[src/rtl/spi_wm_pkg.sv]
package spi_wm_pkg;

    localparam int REG_W = 32;

    typedef enum logic [2:0] {
        RA_CTRL  = 3'd0,
        RA_IEN   = 3'd1,
        RA_ISTAT = 3'd2,
        RA_BLEN  = 3'd3,
        RA_FSTAT = 3'd4
    } reg_addr_e;

    localparam int BIT_START  = 0;
    localparam int BIT_RXHIGH = 4;
    localparam int BIT_TXLOW  = 12;
    localparam int BIT_DONE   = 16;
    localparam int BIT_PAUSE  = 18;

    localparam int FSTAT_TX_LSB = 16;

    typedef struct packed {
        logic done;
        logic tx_low;
        logic rx_high;
    } irq_vec_t;

    typedef enum logic [1:0] {
        ENG_IDLE,
        ENG_LOAD,
        ENG_SHIFT,
        ENG_FINISH
    } eng_state_e;

    function automatic logic [REG_W-1:0] irq_to_word(irq_vec_t v);
        logic [REG_W-1:0] w;
        w = '0;
        w[BIT_RXHIGH] = v.rx_high;
        w[BIT_TXLOW]  = v.tx_low;
        w[BIT_DONE]   = v.done;
        return w;
    endfunction

    function automatic irq_vec_t word_to_irq(logic [REG_W-1:0] w);
        irq_vec_t v;
        v.rx_high = w[BIT_RXHIGH];
        v.tx_low  = w[BIT_TXLOW];
        v.done    = w[BIT_DONE];
        return v;
    endfunction

endpackage

[src/rtl/spi_wm_fifo.sv]
module spi_wm_fifo #(
    parameter int DEPTH  = 64,
    parameter int DATA_W = 8,
    localparam int PW = $clog2(DEPTH),
    localparam int CW = $clog2(DEPTH + 1)
) (
    input  logic              clk,
    input  logic              rst,
    input  logic              push,
    input  logic [DATA_W-1:0] din,
    input  logic              pop,
    output logic [DATA_W-1:0] dout,
    output logic [CW-1:0]     count,
    output logic              full,
    output logic              empty
);

    logic [DATA_W-1:0] mem [DEPTH];
    logic [PW-1:0]     wr_ptr, rd_ptr;
    logic [CW-1:0]     cnt_q;
    logic              do_push, do_pop;

    assign full    = (cnt_q == CW'(DEPTH));
    assign empty   = (cnt_q == '0);
    assign do_push = push && !full;
    assign do_pop  = pop && !empty;
    assign dout    = mem[rd_ptr];
    assign count   = cnt_q;

    always_ff @(posedge clk) begin
        if (do_push) mem[wr_ptr] <= din;
    end

    always_ff @(posedge clk) begin
        if (rst) begin
            wr_ptr <= '0;
            rd_ptr <= '0;
            cnt_q  <= '0;
        end else begin
            if (do_push)
                wr_ptr <= (wr_ptr == PW'(DEPTH - 1)) ? '0 : wr_ptr + 1'b1;
            if (do_pop)
                rd_ptr <= (rd_ptr == PW'(DEPTH - 1)) ? '0 : rd_ptr + 1'b1;
            case ({do_push, do_pop})
                2'b10:   cnt_q <= cnt_q + 1'b1;
                2'b01:   cnt_q <= cnt_q - 1'b1;
                default: cnt_q <= cnt_q;
            endcase
        end
    end

    assert_no_overflow_R1: assert property (@(posedge clk) disable iff (rst)
        cnt_q <= CW'(DEPTH));

    assert_full_push_R1: assert property (@(posedge clk) disable iff (rst)
        (full && push && !pop) |=> (cnt_q == $past(cnt_q)));

    assert_empty_pop_R1: assert property (@(posedge clk) disable iff (rst)
        (empty && pop && !push) |=> (cnt_q == '0));

endmodule

[src/rtl/spi_wm_regs.sv]
module spi_wm_regs
    import spi_wm_pkg::*;
#(
    parameter int DEPTH = 64,
    parameter int LEN_W = 24,
    localparam int CW = $clog2(DEPTH + 1),
    localparam int RX_MARK = DEPTH - DEPTH / 4,
    localparam int TX_MARK = DEPTH / 4
) (
    input  logic             clk,
    input  logic             rst,
    input  logic             we,
    input  logic [2:0]       addr,
    input  logic [REG_W-1:0] wdata,
    output logic [REG_W-1:0] rdata,
    input  logic [CW-1:0]    rx_cnt,
    input  logic [CW-1:0]    tx_cnt,
    input  logic             xfer_done,
    output logic             start,
    output logic             pause_en,
    output logic [LEN_W-1:0] burst_len,
    output logic             irq
);

    irq_vec_t         ien_q, stat_q, stat_set, stat_clr, stat_next;
    logic             pause_q;
    logic [LEN_W-1:0] blen_q;
    logic             unused_wdata;

    assign unused_wdata = ^wdata;

    assign stat_set.rx_high = (rx_cnt >= CW'(RX_MARK));
    assign stat_set.tx_low  = (tx_cnt <  CW'(TX_MARK));
    assign stat_set.done    = xfer_done;

    assign stat_clr  = (we && addr == RA_ISTAT) ? word_to_irq(wdata) : '0;
    assign stat_next = irq_vec_t'((stat_q & ~stat_clr) | stat_set);

    assign start     = we && (addr == RA_CTRL) && wdata[BIT_START];
    assign pause_en  = pause_q;
    assign burst_len = blen_q;
    assign irq       = |(stat_q & ien_q);

    always_ff @(posedge clk) begin
        if (rst) begin
            ien_q   <= '0;
            stat_q  <= '0;
            pause_q <= 1'b0;
            blen_q  <= '0;
        end else begin
            stat_q <= stat_next;
            if (we) begin
                case (addr)
                    RA_CTRL: pause_q <= wdata[BIT_PAUSE];
                    RA_IEN:  ien_q   <= word_to_irq(wdata);
                    RA_BLEN: blen_q  <= wdata[LEN_W-1:0];
                    default: ;
                endcase
            end
        end
    end

    always_comb begin
        rdata = '0;
        case (addr)
            RA_CTRL:  rdata[BIT_PAUSE] = pause_q;
            RA_IEN:   rdata = irq_to_word(ien_q);
            RA_ISTAT: rdata = irq_to_word(stat_q);
            RA_BLEN:  rdata[LEN_W-1:0] = blen_q;
            RA_FSTAT: begin
                rdata[CW-1:0] = rx_cnt;
                rdata[FSTAT_TX_LSB +: CW] = tx_cnt;
            end
            default:  rdata = '0;
        endcase
    end

    assert_rx_mark_R8: assert property (@(posedge clk) disable iff (rst)
        (rx_cnt >= CW'(RX_MARK)) |=> stat_q.rx_high);

    assert_tx_mark_R9: assert property (@(posedge clk) disable iff (rst)
        (tx_cnt < CW'(TX_MARK)) |=> stat_q.tx_low);

    assert_done_set_R10: assert property (@(posedge clk) disable iff (rst)
        xfer_done |=> stat_q.done);

    assert_w1c_R11: assert property (@(posedge clk) disable iff (rst)
        (we && addr == RA_ISTAT && wdata[BIT_DONE] && !xfer_done) |=> !stat_q.done);

endmodule

[src/rtl/spi_wm_engine.sv]
module spi_wm_engine
    import spi_wm_pkg::*;
#(
    parameter int LEN_W    = 24,
    parameter int CLK_HALF = 2,
    localparam int DW = $clog2(CLK_HALF + 1)
) (
    input  logic             clk,
    input  logic             rst,
    input  logic             start,
    input  logic [LEN_W-1:0] burst_len,
    input  logic             pause_en,
    input  logic             tx_empty,
    input  logic [7:0]       tx_head,
    input  logic             rx_full,
    input  logic             spi_miso,
    output logic             tx_pop,
    output logic             rx_push,
    output logic [7:0]       rx_data,
    output logic             xfer_done,
    output logic             spi_sclk,
    output logic             spi_mosi,
    output logic             spi_cs_n
);

    localparam logic [DW-1:0] DIV_END = DW'(CLK_HALF - 1);

    eng_state_e       state_q;
    logic [LEN_W-1:0] remain_q;
    logic [7:0]       tx_sh_q, rx_sh_q;
    logic [2:0]       bit_q;
    logic [DW-1:0]    div_q;
    logic             sclk_q, cs_n_q;
    logic             edge_now, rise, fall, byte_end, can_go;

    assign edge_now = (state_q == ENG_SHIFT) && (div_q == DIV_END);
    assign rise     = edge_now && !sclk_q;
    assign fall     = edge_now && sclk_q;
    assign byte_end = fall && (bit_q == 3'd7);
    assign can_go   = (state_q == ENG_LOAD) && (remain_q != '0) && !tx_empty
                      && !(pause_en && rx_full);

    assign tx_pop    = can_go;
    assign rx_push   = byte_end;
    assign rx_data   = rx_sh_q;
    assign xfer_done = (state_q == ENG_FINISH);
    assign spi_sclk  = sclk_q;
    assign spi_mosi  = tx_sh_q[7];
    assign spi_cs_n  = cs_n_q;

    always_ff @(posedge clk) begin
        if (rst) begin
            state_q  <= ENG_IDLE;
            remain_q <= '0;
            tx_sh_q  <= '0;
            rx_sh_q  <= '0;
            bit_q    <= '0;
            div_q    <= '0;
            sclk_q   <= 1'b0;
            cs_n_q   <= 1'b1;
        end else begin
            case (state_q)
                ENG_IDLE: begin
                    if (start) begin
                        remain_q <= burst_len;
                        if (burst_len == '0) begin
                            state_q <= ENG_FINISH;
                        end else begin
                            state_q <= ENG_LOAD;
                            cs_n_q  <= 1'b0;
                        end
                    end
                end
                ENG_LOAD: begin
                    if (remain_q == '0) begin
                        state_q <= ENG_FINISH;
                        cs_n_q  <= 1'b1;
                    end else if (can_go) begin
                        tx_sh_q <= tx_head;
                        bit_q   <= '0;
                        div_q   <= '0;
                        state_q <= ENG_SHIFT;
                    end
                end
                ENG_SHIFT: begin
                    div_q <= edge_now ? '0 : div_q + 1'b1;
                    if (rise) begin
                        sclk_q  <= 1'b1;
                        rx_sh_q <= {rx_sh_q[6:0], spi_miso};
                    end
                    if (fall) begin
                        sclk_q <= 1'b0;
                        if (byte_end) begin
                            remain_q <= remain_q - 1'b1;
                            state_q  <= ENG_LOAD;
                        end else begin
                            tx_sh_q <= {tx_sh_q[6:0], 1'b0};
                            bit_q   <= bit_q + 1'b1;
                        end
                    end
                end
                ENG_FINISH: begin
                    cs_n_q  <= 1'b1;
                    state_q <= ENG_IDLE;
                end
                default: state_q <= ENG_IDLE;
            endcase
        end
    end

    assert_idle_clk_low_R3: assert property (@(posedge clk) disable iff (rst)
        spi_cs_n |-> !spi_sclk);

    assert_cs_during_shift_R4: assert property (@(posedge clk) disable iff (rst)
        (state_q == ENG_SHIFT) |-> !spi_cs_n);

    assert_byte_count_R4: assert property (@(posedge clk) disable iff (rst)
        byte_end |=> (remain_q == $past(remain_q) - 1'b1));

    assert_tx_stall_R6: assert property (@(posedge clk) disable iff (rst)
        (state_q == ENG_LOAD && tx_empty && remain_q != '0) |=> (!spi_sclk && $stable(remain_q)));

    assert_pause_hold_R7: assert property (@(posedge clk) disable iff (rst)
        (state_q == ENG_LOAD && pause_en && rx_full) |=> (!spi_sclk && $stable(remain_q)));

endmodule

[src/rtl/spi_wm_master.sv]
module spi_wm_master
    import spi_wm_pkg::*;
#(
    parameter int FIFO_DEPTH = 64,
    parameter int LEN_W      = 24,
    parameter int CLK_HALF   = 2,
    localparam int CW = $clog2(FIFO_DEPTH + 1)
) (
    input  logic        clk,
    input  logic        rst,
    input  logic        reg_we,
    input  logic [2:0]  reg_addr,
    input  logic [31:0] reg_wdata,
    output logic [31:0] reg_rdata,
    input  logic        tx_push,
    input  logic [7:0]  tx_byte,
    input  logic        rx_pop,
    output logic [7:0]  rx_byte,
    output logic        spi_sclk,
    output logic        spi_mosi,
    input  logic        spi_miso,
    output logic        spi_cs_n,
    output logic        irq
);

    logic             start, pause_en, xfer_done;
    logic [LEN_W-1:0] burst_len;
    logic [CW-1:0]    tx_cnt, rx_cnt;
    logic             tx_full, tx_empty, rx_full, rx_empty;
    logic             eng_tx_pop, eng_rx_push;
    logic [7:0]       tx_head, eng_rx_data;
    logic             unused_flags;

    assign unused_flags = tx_full ^ rx_empty;

    spi_wm_regs #(.DEPTH(FIFO_DEPTH), .LEN_W(LEN_W)) u_regs (
        .clk       (clk),
        .rst       (rst),
        .we        (reg_we),
        .addr      (reg_addr),
        .wdata     (reg_wdata),
        .rdata     (reg_rdata),
        .rx_cnt    (rx_cnt),
        .tx_cnt    (tx_cnt),
        .xfer_done (xfer_done),
        .start     (start),
        .pause_en  (pause_en),
        .burst_len (burst_len),
        .irq       (irq)
    );

    spi_wm_fifo #(.DEPTH(FIFO_DEPTH), .DATA_W(8)) u_tx_fifo (
        .clk   (clk),
        .rst   (rst),
        .push  (tx_push),
        .din   (tx_byte),
        .pop   (eng_tx_pop),
        .dout  (tx_head),
        .count (tx_cnt),
        .full  (tx_full),
        .empty (tx_empty)
    );

    spi_wm_fifo #(.DEPTH(FIFO_DEPTH), .DATA_W(8)) u_rx_fifo (
        .clk   (clk),
        .rst   (rst),
        .push  (eng_rx_push),
        .din   (eng_rx_data),
        .pop   (rx_pop),
        .dout  (rx_byte),
        .count (rx_cnt),
        .full  (rx_full),
        .empty (rx_empty)
    );

    spi_wm_engine #(.LEN_W(LEN_W), .CLK_HALF(CLK_HALF)) u_engine (
        .clk       (clk),
        .rst       (rst),
        .start     (start),
        .burst_len (burst_len),
        .pause_en  (pause_en),
        .tx_empty  (tx_empty),
        .tx_head   (tx_head),
        .rx_full   (rx_full),
        .spi_miso  (spi_miso),
        .tx_pop    (eng_tx_pop),
        .rx_push   (eng_rx_push),
        .rx_data   (eng_rx_data),
        .xfer_done (xfer_done),
        .spi_sclk  (spi_sclk),
        .spi_mosi  (spi_mosi),
        .spi_cs_n  (spi_cs_n)
    );

endmodule

[config.mk]
export PLATFORM = sky130hd
export DESIGN_NAME = spi_wm_master
export DESIGN_NICKNAME = d
export VERILOG_FILES = /design/src/rtl/spi_wm_pkg.sv /design/src/rtl/spi_wm_fifo.sv /design/src/rtl/spi_wm_regs.sv /design/src/rtl/spi_wm_engine.sv /design/src/rtl/spi_wm_master.sv
export SDC_FILE = /design/constraint.sdc
export NUM_CORES = 1
export LEC_CHECK = 0
export BUFFER_PORTS_ARGS = -buffer_cell sky130_fd_sc_hd__buf_2
export CAP_MARGIN = 20
export CORE_ASPECT_RATIO = 1.5
export CORE_MARGIN = 2
export CORE_UTILIZATION = 35
export CTS_CLUSTER_SIZE = 12
export DETAILED_ROUTE_END_ITERATION = 7
export GPL_TIMING_DRIVEN = 0
export PLACE_DENSITY = 0.5
export SYNTH_ARGS = -nofsm -noshare
export SYNTH_HDL_FRONTEND = slang
export SYNTH_SLANG_ARGS = --single-unit
[constraint.sdc]
create_clock -name clk -period 4.11 [get_ports clk]
set_clock_uncertainty 0.15 [all_clocks]
set_input_delay 0.411 -clock clk [delete_from_list [all_inputs] [get_ports clk]]
set_output_delay 0.411 -clock clk [all_outputs]
set_load 0.02 [all_outputs]
==> metrics list <==
- Dividing the final minimum period by the clock period gives 0.9901.
- R2R setup slack: 40 ps
- Buffer depth of the longest clock path: 3
- Timing-limited maximum frequency: 0.2457 GHz
- The via count of the first global-routing pass was 25,750.
* Critical path type: flop to flop
- Number of instances on the worst hold path: 3
- Arr. time, crit path: 4270 ps
- First-pass iteration count of the detailed router: 8
- For the worst flop-to-flop path, the logic depth is 8.
* Placement-stage cell area: 48,680 um^2
- Routed vias: 24,360
* Startpoint type of the worst setup path: flop
* Residual DRC: 0
- Global-route total usage across every layer: 0.1794
- After synthesis, the netlist uses 71 different library cells.
* Pleak: 16.02 nW
- Clock slew seen by the registers of the worst setup and hold paths: 60 ps
- Dominant cell type by area after synthesis: sky130_fd_sc_hd__edfxtp_1
- Hold timing on the final database bottoms out at a slack of 87.39 ps.
- Slew headroom: 0.2745
- The first global-routing pass estimated 174.8 mm of wire.
- Of the cells placed in the final design, the portion with a size suffix greater than 1 is 0.2212.
* Top-level port count: 93
- Clock sink count: 1,154
* Clock tree from TritonCTS: built
* Pin count of the biggest net entering global routing: 65
- The layout has 11,710 filler cells.
* Latest clock arrival within the worst-skew pair: 730 ps
- Setup repair after global routing missed its margin: true
- Die ar.: 133,900 um^2
- Y dimension of the die: 447.2 um
- Post-layout net count: 2,846
* Kind of end point of the critical path: flop
* Endpoint of the worst hold path: u_tx_fifo.count[6]
- The most used flip-flop cell after synthesis is sky130_fd_sc_hd__edfxtp_1.
- Across the VDD grid, the largest voltage drop is 0.3546 mV.
* Final estimated routing congestion in global placement: 0.8598
- The detailed router finished its first iteration with 1,879 violations.
- Synth async-reset ratio: 0
- Antenna violations before repair: 1
- Via density: 5.318
- Final-report setup violation count: 0
- Area growth from synthesis to final layout: 14.85%
* Power density over the cells: 435.5 nW/um^2
- Total congestion overflow: 0
* Worst Hold Class: input port to flop
* Placed wire-length estimate after detailed placement: 83.02 mm
- After synthesis the netlist holds a flip-flop and latch count of 1,154.
- Cell Count, Final, Fillers Out: 4,580
- Synth Cell Area: 45,820 um^2
- Launch instance of the worst register-to-register path: u_tx_fifo.count[1]
- Maximum fanout along the worst path: 9
- Req. time, crit path: 4310 ps
* Transition time at the pin with the least slew margin: 1088 ps
- Post-layout power: 22.92 mW
* Source of the worst hold timing path: rst
- The flow ran to the end, and the final reports show no timing, DRC or antenna violations.
- Cell at the root of the clock tree: sky130_fd_sc_hd__clkbuf_16
* Yosys Warn Count: 0
- In this run, synthesis inferred 1,024 flip-flops with an integrated enable.
* Instance count of the mapped netlist: 2,531
- Counting the buffers created by CTS gives 113.
- The max-slew violation count was 0.
- Routed wire length: 120.6 mm
- After routing the design area is 52,630 um^2.
- Worst reg2reg path endpoint: u_tx_fifo.mem[1][1]
- Die W: 299.4 um
* Maximum capacitance violations: 0
* Max H-tree Level: 3
* Layout Utilization: 0.4051
- After floorplanning, the core was sized to cover 129,900 um^2.
- Placed Cells incl. Taps: 4,349
- Most instantiated library cell after synthesis: sky130_fd_sc_hd__edfxtp_1
- In the synthesized netlist, the cells that appear most often are sky130_fd_sc_hd__edfxtp_1 (1,024), sky130_fd_sc_hd__mux4_2 (296), sky130_fd_sc_hd__nor2_1 (256).
* Final period demand of the worst path: 4069 ps
* Antenna-violating nets left: 0
- In this run the tool buffered the top-level ports with 75 buffer cells.
- For this run, the register share of the synthesized area comes to 0.7278.
- Starting utilization of the core area: 0.3527
- Mean instance size in the synthesized netlist: 18.11 um^2
- Yosys top cell area share: 0.6710
- Detail-routed net length per standard cell: 26.33 um
- By area the synthesized netlist is led by sky130_fd_sc_hd__edfxtp_1 (67%), sky130_fd_sc_hd__mux4_2 (15%), sky130_fd_sc_hd__dfxtp_1 (5.7%).
- The floorplan has 162 rows.
* Total count of hold-check failures in the final report: 0
[worst max-delay path: stages, from the launching register on]
cell                       delay (ps)
sky130_fd_sc_hd__dfxtp_1          300
sky130_fd_sc_hd__buf_2            270
sky130_fd_sc_hd__nor3_2            90
sky130_fd_sc_hd__nand2_1          190
sky130_fd_sc_hd__o21a_1           340
sky130_fd_sc_hd__clkinv_1         350
sky130_fd_sc_hd__nor2_1           310
sky130_fd_sc_hd__nand3b_1         720
sky130_fd_sc_hd__nor2_1           960
[how the worst max path moves through the flow]
| stage | start | to | slack, ps | depth (start not counted) |
|---|---|---|---|---|
| floorplan | u_engine.remain_q[4] | u_tx_fifo.count[6] | 500 | 14 |
| global placement | u_engine.remain_q[10] | u_tx_fifo.count[6] | -290 | 13 |
| detailed placement | u_engine.remain_q[10] | u_tx_fifo.count[6] | -290 | 13 |
| CTS | flop | rx_byte[7] | 1 | 6 |
| global route | u_tx_fifo.count[1] | u_tx_fifo.mem[21][2] | -90 | 8 |
| finish | u_tx_fifo.count[1] | u_tx_fifo.mem[1][1] | 40 | 8 |
[cell type report]
| class | instances | area [um^2] | share of cell area |
|---|---|---|---|
| clock buffers | 167 | 3123 | 0.05934 |
| diodes | 1 | 2.502 | 0.00004755 |
| inverters | 27 | 101.3 | 0.001926 |
| plain buffers | 155 | 775.7 | 0.01474 |
| clock inverters | 25 | 262.8 | 0.004993 |
| repair buffers | 129 | 1074 | 0.02040 |
| multi-input cells | 1200 | 11770 | 0.2237 |
| flip-flops and latches | 1154 | 33360 | 0.6339 |
| well taps | 1722 | 2155 | 0.04094 |
[routing by layer]
layer,wire length (um),global-route usage,vias to the layer above
li1,-,-,10650
met1,42980,0.1918,12800
met2,67140,0.3442,643
met3,4793,0.02723,265
met4,5674,0.08111,2
met5,16,0,-
[logic make-up after synthesis]
family,share of synthesized area
mux,0.1500
flops,0.7278
simple gates,0.05365
buf+inv,0.01693
other cells,0.00008183
compound gates,0.04235
xor+xnor,0.004396
fa+ha+maj,0.004806
[registers in the layout, indices dropped and copies added, names as in the netlist, 6 cells and up, named ones only]
name               cells
u_engine.rx_data       8
u_rx_fifo.mem        512
u_engine.remain_q     24
u_regs.burst_len      24
u_rx_fifo.count        7
u_rx_fifo.wr_ptr       6
u_tx_fifo.mem        512
u_tx_fifo.rd_ptr       6
u_tx_fifo.count        7
u_engine.tx_sh_q       8
u_rx_fifo.rd_ptr       6
u_tx_fifo.wr_ptr       6
[cells in the final DEF (no fill, tap or decap), drive strengths merged, types with 17 or more instances in the layout]
cell type | Yosys | final
a21oi | 113 | 113
a22oi | 75 | 75
buf | 64 | 157
clkbuf | 93 | 258
clkinv | 1 | 18
dfxtp | 130 | 130
dlygate4sd3 | 0 | 36
edfxtp | 1024 | 1024
inv | 26 | 29
mux4 | 296 | 296
nand2 | 117 | 117
nand3 | 17 | 17
nor2 | 258 | 258
nor3 | 35 | 35
nor4 | 23 | 23
o21ai | 35 | 35
[through the flow]
step	worst slack [ps]	setup TNS [ps]
after floorplan	499.5	0
after global placement	-293.9	-1056
after detailed placement	-286.5	-1318
after CTS	1.291	0
after global routing	-93.87	-5359
final	40.62	0
[power breakdown]
group	switching (mW)	internal, mW
Sequential	0.0200	12.7
Combinational	0.305	0.140
Clock	4.30	5.46
Total	4.63	18.3
[what timing repair did]
| item | in CTS | in global routing |
|---|---|---|
| hold endpoints to repair | 122 | 0 |
| resized for setup | 54 | 8 |
| pin swaps | 2 | 0 |
| setup buffers | 3 | 0 |
| hold buffers | 36 | 0 |
| endpoints found under the setup margin | 17 | 128 |
(Power assumes the default switching activity.)
